<file path="config.mk">
export PLATFORM = sky130hd
export DESIGN_NAME = tr_host_glue
export DESIGN_NICKNAME = d
export VERILOG_FILES = /design/src/rtl/tr_glue_pkg.sv /design/src/rtl/tr_glue_ctrl.sv /design/src/rtl/tr_glue_dp.sv /design/src/rtl/tr_host_glue.sv
export SDC_FILE = /design/constraint.sdc
export NUM_CORES = 1
export LEC_CHECK = 0
export BUFFER_PORTS_ARGS = -buffer_cell sky130_fd_sc_hd__buf_2
export CAP_MARGIN = 20
export CORE_ASPECT_RATIO = 1.2
export CORE_MARGIN = 5
export CORE_UTILIZATION = 45
export CTS_CLUSTER_DIAMETER = 150
export DETAILED_ROUTE_END_ITERATION = 12
export PLACE_DENSITY = 0.89
export SETUP_SLACK_MARGIN = 0.4
export SKIP_CTS_REPAIR_TIMING = 1
export SYNTH_ARGS = -nofsm -noshare
export SYNTH_HDL_FRONTEND = slang
export SYNTH_HIERARCHICAL = 1
export SYNTH_SLANG_ARGS = --single-unit
</file>
<file path="constraint.sdc">
create_clock -name clk -period 5.9 [get_ports clk]
set_clock_uncertainty 0.15 [all_clocks]
set_input_delay 0.59 -clock clk [delete_from_list [all_inputs] [get_ports clk]]
set_output_delay 0.59 -clock clk [all_outputs]
set_load 0.1 [all_outputs]
</file>
<file path="src/rtl/tr_glue_pkg.sv">
package tr_glue_pkg;
  localparam int DATA_W = 8;
  localparam int ADDR_W = 4;
  localparam int WIN_W  = ADDR_W - 1;

  // glue register offsets inside the upper half
  localparam logic [WIN_W-1:0] OFF_CTRL0 = 3'd0;
  localparam logic [WIN_W-1:0] OFF_CTRL1 = 3'd1;
  localparam logic [WIN_W-1:0] OFF_CABLE = 3'd7;

  // control register 0 fields
  localparam int C0_IFSEL   = 2;
  localparam int C0_PAGE    = 3;
  localparam int C0_PENDING = 7;

  // control register 1 fields
  localparam int C1_NRST  = 0;
  localparam int C1_IRQEN = 1;
  localparam int C1_PGEXT = 2;
  localparam int C1_SPEED = 3;

  typedef struct packed {
    logic wrCtrl0;
    logic wrCtrl1;
    logic wrCable;
    logic rdCtrl0;
    logic rdCtrl1;
    logic rdCable;
    logic fwdRd;
    logic fwdWr;
    logic romRd;
  } glueStrobes_t;
endpackage

</file>
<file path="src/rtl/tr_glue_ctrl.sv">
module tr_glue_ctrl
  import tr_glue_pkg::*;
(
  input  logic              hostRd,
  input  logic              hostWr,
  input  logic [ADDR_W-1:0] hostAddr,
  input  logic              ifSel,
  output glueStrobes_t      st
);
  logic inWindow;
  logic [WIN_W-1:0] off;

  assign inWindow = ~hostAddr[ADDR_W-1];
  assign off      = hostAddr[WIN_W-1:0];

  always_comb begin
    st = '0;
    if (inWindow) begin
      // window: controller when selected, ROM otherwise (ROM ignores writes)
      st.fwdRd = hostRd & ifSel;
      st.fwdWr = hostWr & ifSel;
      st.romRd = hostRd & ~ifSel;
    end else begin
      st.wrCtrl0 = hostWr & (off == OFF_CTRL0);
      st.wrCtrl1 = hostWr & (off == OFF_CTRL1);
      st.wrCable = hostWr & (off == OFF_CABLE);
      st.rdCtrl0 = hostRd & (off == OFF_CTRL0);
      st.rdCtrl1 = hostRd & (off == OFF_CTRL1);
      st.rdCable = hostRd & (off == OFF_CABLE);
    end
  end
endmodule

</file>
<file path="src/rtl/tr_glue_dp.sv">
module tr_glue_dp
  import tr_glue_pkg::*;
#(
  parameter logic [DATA_W-1:0] MANUF_ID     = 8'h4D,
  parameter logic [DATA_W-1:0] CARD_TYPE    = 8'h08,
  parameter logic [DATA_W-1:0] REVISION     = 8'h03,
  parameter logic [47:0]       STATION_ADDR = 48'h42001A2B3C4D
)(
  input  logic              clk,
  input  logic              rstN,
  input  glueStrobes_t      st,
  input  logic [WIN_W-1:0]  off,
  input  logic [3:0]        wdata,
  input  logic [DATA_W-1:0] sifRdata,
  input  logic              sifIrq,
  input  logic [DATA_W-1:0] cfgMirror0,
  input  logic [DATA_W-1:0] cfgMirror1,
  input  logic [DATA_W-1:0] cfgMirror2,
  output logic [DATA_W-1:0] hostRdata,
  output logic              ifSel,
  output logic              pageExt,
  output logic              irqEn,
  output logic              irqLatch,
  output logic              sifResetN,
  output logic              speed16,
  output logic              cableUtp
);
  localparam int SA_BYTES = 6;

  logic romPage;
  logic irqPrev;
  logic irqRise;
  logic clrEvt;
  logic [DATA_W-1:0] romByte;

  // control register 0
  always_ff @(posedge clk) begin
    if (!rstN) begin
      ifSel   <= 1'b0;
      romPage <= 1'b0;
    end else if (st.wrCtrl0) begin
      ifSel   <= wdata[C0_IFSEL];
      romPage <= wdata[C0_PAGE];
    end
  end

  // control register 1
  always_ff @(posedge clk) begin
    if (!rstN) begin
      sifResetN <= 1'b0;
      irqEn     <= 1'b0;
      pageExt   <= 1'b0;
      speed16   <= 1'b0;
    end else if (st.wrCtrl1) begin
      sifResetN <= wdata[C1_NRST];
      irqEn     <= wdata[C1_IRQEN];
      pageExt   <= wdata[C1_PGEXT];
      speed16   <= wdata[C1_SPEED];
    end
  end

  // cable register
  always_ff @(posedge clk) begin
    if (!rstN)            cableUtp <= 1'b0;
    else if (st.wrCable)  cableUtp <= wdata[0];
  end

  // interrupt latch: set on request edge, cleared by enable falling via write;
  // an edge colliding with the clear wins
  assign irqRise = sifIrq & ~irqPrev;
  assign clrEvt  = st.wrCtrl1 & irqEn & ~wdata[C1_IRQEN];

  always_ff @(posedge clk) begin
    if (!rstN) begin
      irqPrev  <= 1'b0;
      irqLatch <= 1'b0;
    end else begin
      irqPrev  <= sifIrq;
      irqLatch <= irqRise | (irqLatch & ~clrEvt);
    end
  end

  // identity ROM
  always_comb begin
    romByte = '0;
    if (!romPage) begin
      case (off)
        3'd0: romByte = MANUF_ID;
        3'd1: romByte = CARD_TYPE;
        3'd2: romByte = REVISION;
        3'd3: romByte = cfgMirror0;
        3'd4: romByte = cfgMirror1;
        3'd5: romByte = cfgMirror2;
        default: romByte = '0;
      endcase
    end else begin
      for (int i = 1; i <= SA_BYTES; i++) begin
        if (off == WIN_W'(i))
          romByte = STATION_ADDR[DATA_W*(SA_BYTES+1-i)-1 -: DATA_W];
      end
    end
  end

  // read mux
  always_comb begin
    hostRdata = '0;
    if (st.rdCtrl0) begin
      hostRdata[C0_PENDING] = irqLatch;
      hostRdata[C0_PAGE]    = romPage;
      hostRdata[C0_IFSEL]   = ifSel;
    end else if (st.rdCtrl1) begin
      hostRdata[C1_NRST]  = sifResetN;
      hostRdata[C1_IRQEN] = irqEn;
      hostRdata[C1_PGEXT] = pageExt;
      hostRdata[C1_SPEED] = speed16;
    end else if (st.rdCable) begin
      hostRdata[0] = cableUtp;
    end else if (st.fwdRd) begin
      hostRdata = sifRdata;
    end else if (st.romRd) begin
      hostRdata = romByte;
    end
  end
endmodule

</file>
<file path="src/rtl/tr_host_glue.sv">
module tr_host_glue
  import tr_glue_pkg::*;
#(
  parameter logic [7:0]  MANUF_ID     = 8'h4D,
  parameter logic [7:0]  CARD_TYPE    = 8'h08,
  parameter logic [7:0]  REVISION     = 8'h03,
  parameter logic [47:0] STATION_ADDR = 48'h42001A2B3C4D
)(
  input  logic        clk,
  input  logic        rstN,
  input  logic [3:0]  hostAddr,
  input  logic        hostRd,
  input  logic        hostWr,
  input  logic [7:0]  hostWdata,
  output logic [7:0]  hostRdata,
  output logic        hostIrq,
  output logic [3:0]  sifAddr,
  output logic        sifRd,
  output logic        sifWr,
  output logic [7:0]  sifWdata,
  input  logic [7:0]  sifRdata,
  input  logic        sifIrq,
  output logic        sifResetN,
  output logic        speed16,
  output logic        cableUtp,
  input  logic [7:0]  cfgMirror0,
  input  logic [7:0]  cfgMirror1,
  input  logic [7:0]  cfgMirror2
);
  glueStrobes_t st;
  logic ifSel;
  logic pageExt;
  logic irqEn;
  logic irqLatch;

  tr_glue_ctrl u_ctrl (
    .hostRd   (hostRd),
    .hostWr   (hostWr),
    .hostAddr (hostAddr),
    .ifSel    (ifSel),
    .st       (st)
  );

  tr_glue_dp #(
    .MANUF_ID     (MANUF_ID),
    .CARD_TYPE    (CARD_TYPE),
    .REVISION     (REVISION),
    .STATION_ADDR (STATION_ADDR)
  ) u_dp (
    .clk        (clk),
    .rstN       (rstN),
    .st         (st),
    .off        (hostAddr[WIN_W-1:0]),
    .wdata      (hostWdata[3:0]),
    .sifRdata   (sifRdata),
    .sifIrq     (sifIrq),
    .cfgMirror0 (cfgMirror0),
    .cfgMirror1 (cfgMirror1),
    .cfgMirror2 (cfgMirror2),
    .hostRdata  (hostRdata),
    .ifSel      (ifSel),
    .pageExt    (pageExt),
    .irqEn      (irqEn),
    .irqLatch   (irqLatch),
    .sifResetN  (sifResetN),
    .speed16    (speed16),
    .cableUtp   (cableUtp)
  );

  assign sifRd    = st.fwdRd;
  assign sifWr    = st.fwdWr;
  assign sifAddr  = {pageExt, hostAddr[WIN_W-1:0]};
  assign sifWdata = hostWdata;
  assign hostIrq  = irqLatch & irqEn;
endmodule

</file>
==> results of run 1 <==
[cell usage in the layout, fill, tap and decap left out, types with 2 or more instances in the layout]
cell	count
buf_2	66
nor2b_1	13
a21oi_1	13
dfxtp_1	9
mux2i_1	8
inv_1	6
o21ai_0	6
nand2b_1	6
nor2_1	5
and2_1	4
nand2_1	4
clkbuf_4	3
nand3_1	3
a22oi_1	3
a221o_1	3
a211oi_1	3
nor3b_2	2
and3_1	2
nor3_1	2
a211o_1	2
a21boi_0	2
nor3b_1	2
o32ai_1	2
a22o_1	2
mux2_2	2
a221oi_1	2
[logic make-up after synthesis]
kind of cell | Yosys count | synth area share, %
AO/OA/AOI/OAI | 44 | 28.9
XOR/XNOR | 1 | 0.797
buffers and inverters | 27 | 14.3
flip-flops | 9 | 16.4
multiplexers | 10 | 9.33
AND/OR/NAND/NOR | 51 | 30.3
[through the flow]
| stage | hold WS [ps] | worst slack [ps] | total power [uW] | util (%) |
|---|---|---|---|---|
| after floorplan | 316 | 468 | 150 | - |
| after CTS | 363 | 2300 | 207 | 59.2 |
| after global routing | 419 | 1980 | 216 | 59.2 |
| after global placement | 327 | 2320 | 159 | 58.1 |
| after detailed placement | 355 | 2320 | 159 | 58.1 |
| final | 355 | 2280 | 204 | 59.2 |
[power breakdown]
part           internal, uW  switching, uW
registers              62.3           1.29
clock network          26.0           19.9
logic                  28.8           65.9
[sequential cells by signal, indices dropped and copies added, names as in the netlist]
register and count:
u_dp/romPage 1, u_dp/speed16 1, u_dp/sifResetN 1, u_dp/pageExt 1, u_dp/irqLatch 1, u_dp/irqEn 1
u_dp/ifSel 1, u_dp/irqPrev 1, u_dp/cableUtp 1
[routing by layer]
| layer | GRT usage, % | up-vias |
|---|---|---|
| met1 | 23.3 | 532 |
| met2 | 28.1 | 53 |
| li1 | - | 612 |
| met4 | 7.60 | 0 |
| met5 | 0 | - |
| met3 | 2.09 | 4 |
[worst min-delay path: stages, from the launching register on]
cell	delay, ps
dfxtp_1	300
nand2b_1	80
a21boi_0	70
[area by class of cell]
cell class / instances / area (um^2)
clock buffer: 4 / 26.3
fill: 238 / 941
inverter: 6 / 22.5
multi-input combinational: 106 / 767
sequential: 9 / 180
tap: 31 / 38.8
timing repair buffer: 66 / 330
[worst paths after layout]
kind	startpoint	to	slack [ps]	cells after the start
hold reg to reg	u_dp/irqPrev	u_dp/irqLatch	350	2
setup reg to reg	u_dp/romPage	u_dp/romPage	4770	2
setup / recovery	hostAddr[2]	hostRdata[3]	2280	7
hold / removal	u_dp/irqPrev	u_dp/irqLatch	350	2
==> impl_metrics.env, run 1 <==
export IMPL_status="finished clean"
export IMPL_gp_congestion=0.812
export IMPL_worstSetupEndpointType="output pin"
export IMPL_maxCapViolCount=0
export IMPL_route_met3_wl_um=301
export IMPL_antenna_left=0
export IMPL_grt_usage_pct=17.7
export IMPL_tightest_slew_ps=926
export IMPL_drc=0
export IMPL_synth_distinct_cells=43
export IMPL_start_util_pct=47.7
export IMPL_cts_made_buffers=3
export IMPL_dp_cells=218
export IMPL_cts_tree="done"
export IMPL_peakVddDrop_v=0.000123
export IMPL_port_buffers=66
export IMPL_synthArstFlopShare_pct=0
export IMPL_row_count=19
export IMPL_grt_pass1_wl_um=4860
export IMPL_period_share_pct=61.4
export IMPL_via_per_inst=5.41
export IMPL_fmax_mhz=276
export IMPL_drt_met1_wl_um=1270
export IMPL_root_buffer="clkbuf_4"
export IMPL_dr_total_vias=1201
export IMPL_path_clk_slew_ps=60
export IMPL_syn_inst=142
export IMPL_setup_viol_count_final=0
export IMPL_grt_overflow_total=0
export IMPL_cp_cell_sequence="buf_2, nor3b_2, and3_1, nor4b_1, a221oi_1, o31ai_1, buf_2"
export IMPL_tns_ps=0
export IMPL_cp_slowest_stage_delay_ps=830
export IMPL_placed_cell_area_mm2=0.00134
export IMPL_yosys_warnings=6
export IMPL_drive_gt1_share_pct=41.9
export IMPL_ys_ff_latch=9
export IMPL_synth_top_cell_by_area="dfxtp_1"
export IMPL_yosysSeqAreaShare_pct=16.4
export IMPL_slew_viol_final=0
export IMPL_critPathMostFrequentCell="buf_2"
export IMPL_final_nets=241
export IMPL_grt_max_degree=26
export IMPL_required_ps=5160
export IMPL_first_pass_iters=4
export IMPL_synth_edf_count=0
export IMPL_syn_area_per_cell_um2=7.75
export IMPL_clk_latency_ps=260
export IMPL_finalNonFillerCells=222
export IMPL_syn_to_final_growth_pct=24.1
export IMPL_ioPinCount=75
export IMPL_wl_met2_um=1410
export IMPL_ys_top_cells_by_count="a21oi_1, nor2b_1, buf_4, dfxtp_1, mux2i_1"
export IMPL_cp_data_arrival_time_ps=2880
export IMPL_yosys_area_top_type_share_pct=16.4
export IMPL_cts_sinks=9
export IMPL_hpwl_um=2410
export IMPL_dieArea_mm2=0.00354
export IMPL_min_period_ps=3620
export IMPL_worstSetupPathType="in -> out"
export IMPL_max_slew_margin_pct=37.4
export IMPL_clockBufferDepth=2
export IMPL_synth_main_ff_cell="dfxtp_1"
export IMPL_crit_buf_inv=2
export IMPL_cp_start_kind="input pin"
export IMPL_path_delay_family="simple AND/OR/NAND/NOR gates"
export IMPL_netlist_top_cells_area="dfxtp_1, buf_4, nor2b_1, mux2i_1, a21oi_1"
export IMPL_worst_path_max_fanout=20
export IMPL_p_leak_uw=0.000632
export IMPL_cp_slowest_cell="nor4b_1"
export IMPL_powerDensity_mw_per_mm2=150
export IMPL_netlist_area_mm2=0.00110
export IMPL_finalHoldViolations=0
export IMPL_holdCritPathClass="reg -> reg"
export IMPL_wl_um=3020
export IMPL_drt_iter0_drc=20
export IMPL_htree_levels=1
export IMPL_grt_pass1_vias=1155
export IMPL_antenna_found_initial=0
export IMPL_fp_dieW_um=55.1
export IMPL_rsz0062_at_grt="false"
export IMPL_diodes=0
export IMPL_core_area_mm2=0.00231
export IMPL_design_area_mm2=0.00137
export IMPL_die_h_um=64.2
export IMPL_dr_max_layer_used="met4"
export IMPL_wl_per_cell_um=13.6
export IMPL_synth_fp_nets=191
No activity file was read; power rests on OpenSTA's default activity.
==> run 2, diff against run 1 <==
- CORE_UTILIZATION: 45 -> 42
- PLACE_DENSITY: 0.89 -> 0.84
- clock period: 5.9 -> 3.6 ns (I/O delays scaled with it)
==> impl_metrics.env, run 2 (synthesis gave the netlist of run 1 again) <==
export IMPL_antenna_found_initial=0
export IMPL_fp_dieW_um=56.7
export IMPL_grt_overflow_total=0
export IMPL_maxCapViolCount=0
export IMPL_dr_total_vias=1234
export IMPL_cp_start_kind="input pin"
export IMPL_die_h_um=66.1
export IMPL_row_count=20
export IMPL_ioPinCount=75
export IMPL_finalHoldViolations=0
export IMPL_worstSetupEndpointType="output pin"
export IMPL_grt_pass1_vias=1226
export IMPL_htree_levels=1
export IMPL_powerDensity_mw_per_mm2=240
export IMPL_path_clk_slew_ps=60
export IMPL_diodes=0
export IMPL_syn_to_final_growth_pct=30.9
export IMPL_start_util_pct=43.5
export IMPL_tightest_slew_ps=556
export IMPL_via_per_inst=5.48
export IMPL_worst_path_max_fanout=20
export IMPL_cts_tree="done"
export IMPL_met2_usage_pct=31.4
export IMPL_dieArea_mm2=0.00375
export IMPL_setup_viol_count_final=0
export IMPL_p_leak_uw=0.000660
export IMPL_clockBufferDepth=2
export IMPL_grt_use_met3_pct=4.69
export IMPL_holdCritPathClass="in -> reg"
export IMPL_tns_ps=0
export IMPL_cts_sinks=9
export IMPL_met1_usage_pct=20.4
export IMPL_period_share_pct=84.0
export IMPL_slew_viol_final=0
export IMPL_hpwl_um=2550
export IMPL_fmax_mhz=331
export IMPL_grt_pass1_wl_um=5390
export IMPL_dp_cells=221
export IMPL_root_buffer="clkbuf_4"
export IMPL_top_usage_layer="met2"
export IMPL_grt_max_degree=22
export IMPL_worstSetupPathType="in -> out"
export IMPL_required_ps=3090
export IMPL_core_area_mm2=0.00253
export IMPL_peakVddDrop_v=0.000196
export IMPL_drive_gt1_share_pct=46.9
export IMPL_clk_latency_ps=260
export IMPL_antenna_left=0
export IMPL_drc=0
export IMPL_wl_per_cell_um=14.1
export IMPL_drt_iter0_drc=34
export IMPL_gp_congestion=0.785
export IMPL_finalNonFillerCells=225
export IMPL_grt_usage_pct=17.6
export IMPL_layout_common_cells="buf_2, nor2b_1, a21oi_1"
export IMPL_final_common_cell="buf_2"
export IMPL_utilization_pct=57.0
export IMPL_min_period_ps=3020
export IMPL_max_slew_margin_pct=62.9
export IMPL_final_nets=242
export IMPL_status="finished clean"
export IMPL_wl_um=3170
export IMPL_cts_made_buffers=3
export IMPL_port_buffers=66
export IMPL_rsz0062_at_grt="false"
export IMPL_cp_data_arrival_time_ps=2510
export IMPL_first_pass_iters=4
run 2: cell types whose count changed in the layout (fill, tap and decap cells not counted), sizes merged:
cell | before | now
clkbuf | 4 | 5
run 2: path summary, 6_finish.rpt:
| kind | startpoint | cells after the start | slack, ps | to |
|---|---|---|---|---|
| max | hostAddr[2] | 7 | 580 | hostRdata[7] |
| min | sifIrq | 2 | 160 | u_dp/irqPrev |
| max reg2reg | u_dp/romPage | 2 | 2450 | u_dp/romPage |
| min reg2reg | u_dp/irqPrev | 2 | 360 | u_dp/irqLatch |
run 2: area by class of cell:
type	instances	area, um^2
Fill cell	262	1090
Sequential cell	9	180
Multi-Input combinational cell	106	830
Clock buffer	4	26.3
Inverter	6	22.5
Tap cell	33	41.3
Timing Repair Buffer	67	340
run 2: metrics by stage:
step	total power, uW	hold WS (ps)	instance area [um^2]	worst slack (ps)
3_3_place_gp	268	328	1410	465
5_1_grt	364	184	1440	428
6_report	345	162	1440	577
4_1_cts	350	153	1430	337
2_1_floorplan	252	316	1160	435
3_5_place_dp	269	352	1410	340
run 2: worst max-delay path, stage by stage:
cell       delay (ps)
buf_2             300
nor3b_2            90
and3_1            320
or4_4             610
a2111oi_2         350
a221o_2           160
clkbuf_4          320
run 2: power by group:
part / internal [uW] / total [uW] / switching, uW
logic: 51.3 / 163 / 112
registers: 102 / 104 / 2.09
clock network: 42.7 / 78.1 / 35.4
total: 196 / 345 / 149
run 2: per-layer routing:
layer / wire, um / part of all wire [%]
met1: 1290 / 41
met3: 339 / 11
met2: 1510 / 48
met5: 0 / 0
met4: 32 / 1.0
==> run 3, diff against run 2 <==
- clock period: 3.6 -> 2.9 ns (I/O delays scaled with it)
==> impl_metrics.env, run 3 (synthesis gave the netlist of run 1 again) <==
export IMPL_layout_common_cells="buf_2, nor2b_1, a21oi_1"
export IMPL_cts_sinks=9
export IMPL_max_slew_margin_pct=54.3
export IMPL_core_area_mm2=0.00253
export IMPL_grt_max_degree=20
export IMPL_wl_um=3530
export IMPL_period_share_pct=87.7
export IMPL_root_buffer="clkbuf_4"
export IMPL_row_count=20
export IMPL_htree_levels=1
export IMPL_cp_cell_sequence="nor3b_4, nand2b_4, or4_4, a21oi_1, a22o_4, buf_12"
export IMPL_cts_made_buffers=3
export IMPL_ioPinCount=75
export IMPL_worstSetupPathType="reg -> out"
export IMPL_cp_start_kind="flip-flop"
export IMPL_path_delay_family="simple AND/OR/NAND/NOR gates"
export IMPL_dr_max_layer_used="met4"
export IMPL_first_pass_iters=4
export IMPL_wl_met2_um=1810
export IMPL_cp_slowest_cell="or4_4"
export IMPL_cp_slowest_stage_delay_ps=560
export IMPL_port_buffers=66
export IMPL_drt_met1_wl_um=1360
export IMPL_cp_data_arrival_time_ps=2100
export IMPL_maxCapViolCount=0
export IMPL_rsz0062_at_grt="true"
export IMPL_start_util_pct=43.5
export IMPL_worst_path_max_fanout=5
export IMPL_wl_per_cell_um=15.0
export IMPL_required_ps=2460
export IMPL_powerDensity_mw_per_mm2=271
export IMPL_finalWorstSetupSlack_ps=358
export IMPL_holdWs_ps=97.6
export IMPL_clockBufferDepth=2
export IMPL_p_leak_uw=0.000749
export IMPL_r2r_setup_slack_ps=1940
export IMPL_antenna_left=0
export IMPL_setup_viol_count_final=0
export IMPL_finalHoldViolations=0
export IMPL_status="finished clean"
export IMPL_syn_to_final_growth_pct=54.3
export IMPL_hpwl_um=2830
export IMPL_crit_buf_inv=1
export IMPL_tightest_slew_ps=680
export IMPL_grt_usage_pct=18.3
export IMPL_gp_congestion=0.799
export IMPL_clk_latency_ps=260
export IMPL_grt_pass1_wl_um=5520
export IMPL_grt_pass1_vias=1283
export IMPL_path_clk_slew_ps=60
export IMPL_dr_total_vias=1281
export IMPL_drc=0
export IMPL_cts_tree="done"
export IMPL_worstSetupEndpointType="output pin"
export IMPL_grt_overflow_total=0
export IMPL_drt_iter0_drc=36
export IMPL_place_ws_ps=312
export IMPL_final_nets=252
export IMPL_antenna_found_initial=0
export IMPL_drive_gt1_share_pct=53.0
export IMPL_peakVddDrop_v=0.000281
export IMPL_slew_viol_final=0
export IMPL_route_met3_wl_um=290
export IMPL_final_common_cell="buf_2"
export IMPL_dieArea_mm2=0.00375
export IMPL_via_per_inst=5.45
export IMPL_holdCritPathClass="in -> reg"
export IMPL_fp_dieW_um=56.7
export IMPL_fmax_mhz=393
export IMPL_die_h_um=66.1
export IMPL_diodes=0
export IMPL_min_period_ps=2540
==> run 3: power by group <==
group | internal [uW] | switching [uW] | total (uW)
Sequential | 126 | 2.78 | 129
Clock | 53.0 | 43.9 | 96.9
Combinational | 84.5 | 149 | 234
==> run 3: worst paths after layout <==
kind,cells past startpoint,to,start
worst max-delay path,6,hostRdata[4],u_dp/ifSel
worst min-delay path,2,u_dp/irqPrev,sifIrq
worst max register to register,3,u_dp/irqLatch,u_dp/irqEn
worst min register to register,2,u_dp/irqLatch,u_dp/irqPrev
==> run 3: final cells by class <==
cell class | instances | area [um^2]
Multi-Input combinational cell | 106 | 897
Inverter | 6 | 22.5
Timing Repair Buffer | 77 | 524
Clock buffer | 4 | 26.3
Sequential cell | 9 | 185
Fill cell | 223 | 831
Tap cell | 33 | 41.3
==> run 3: worst reg2reg max path, stage by stage, from the launching register on <==
cell and delay, ps:
dfxtp_1 400, nand2_1 70, o21ai_0 140, a21boi_0 90
==> run 3: per-layer routing <==
layer,vias up,track usage (%)
li1,633,-
met1,586,19.3
met2,56,34.4
met3,6,3.91
met4,0,8.01
met5,-,0
==> run 3: stage by stage <==
step	TNS [ps]	std cells	total power, uW	utilization [%]	cell area [um^2]
2_1_floorplan	-122	142	318	-	1210
3_3_place_gp	0	227	355	63.6	1610
3_5_place_dp	0	227	359	63.6	1610
4_1_cts	0	231	459	64.6	1630
5_1_grt	0	235	484	67.1	1700
6_report	0	235	459	67.1	1700
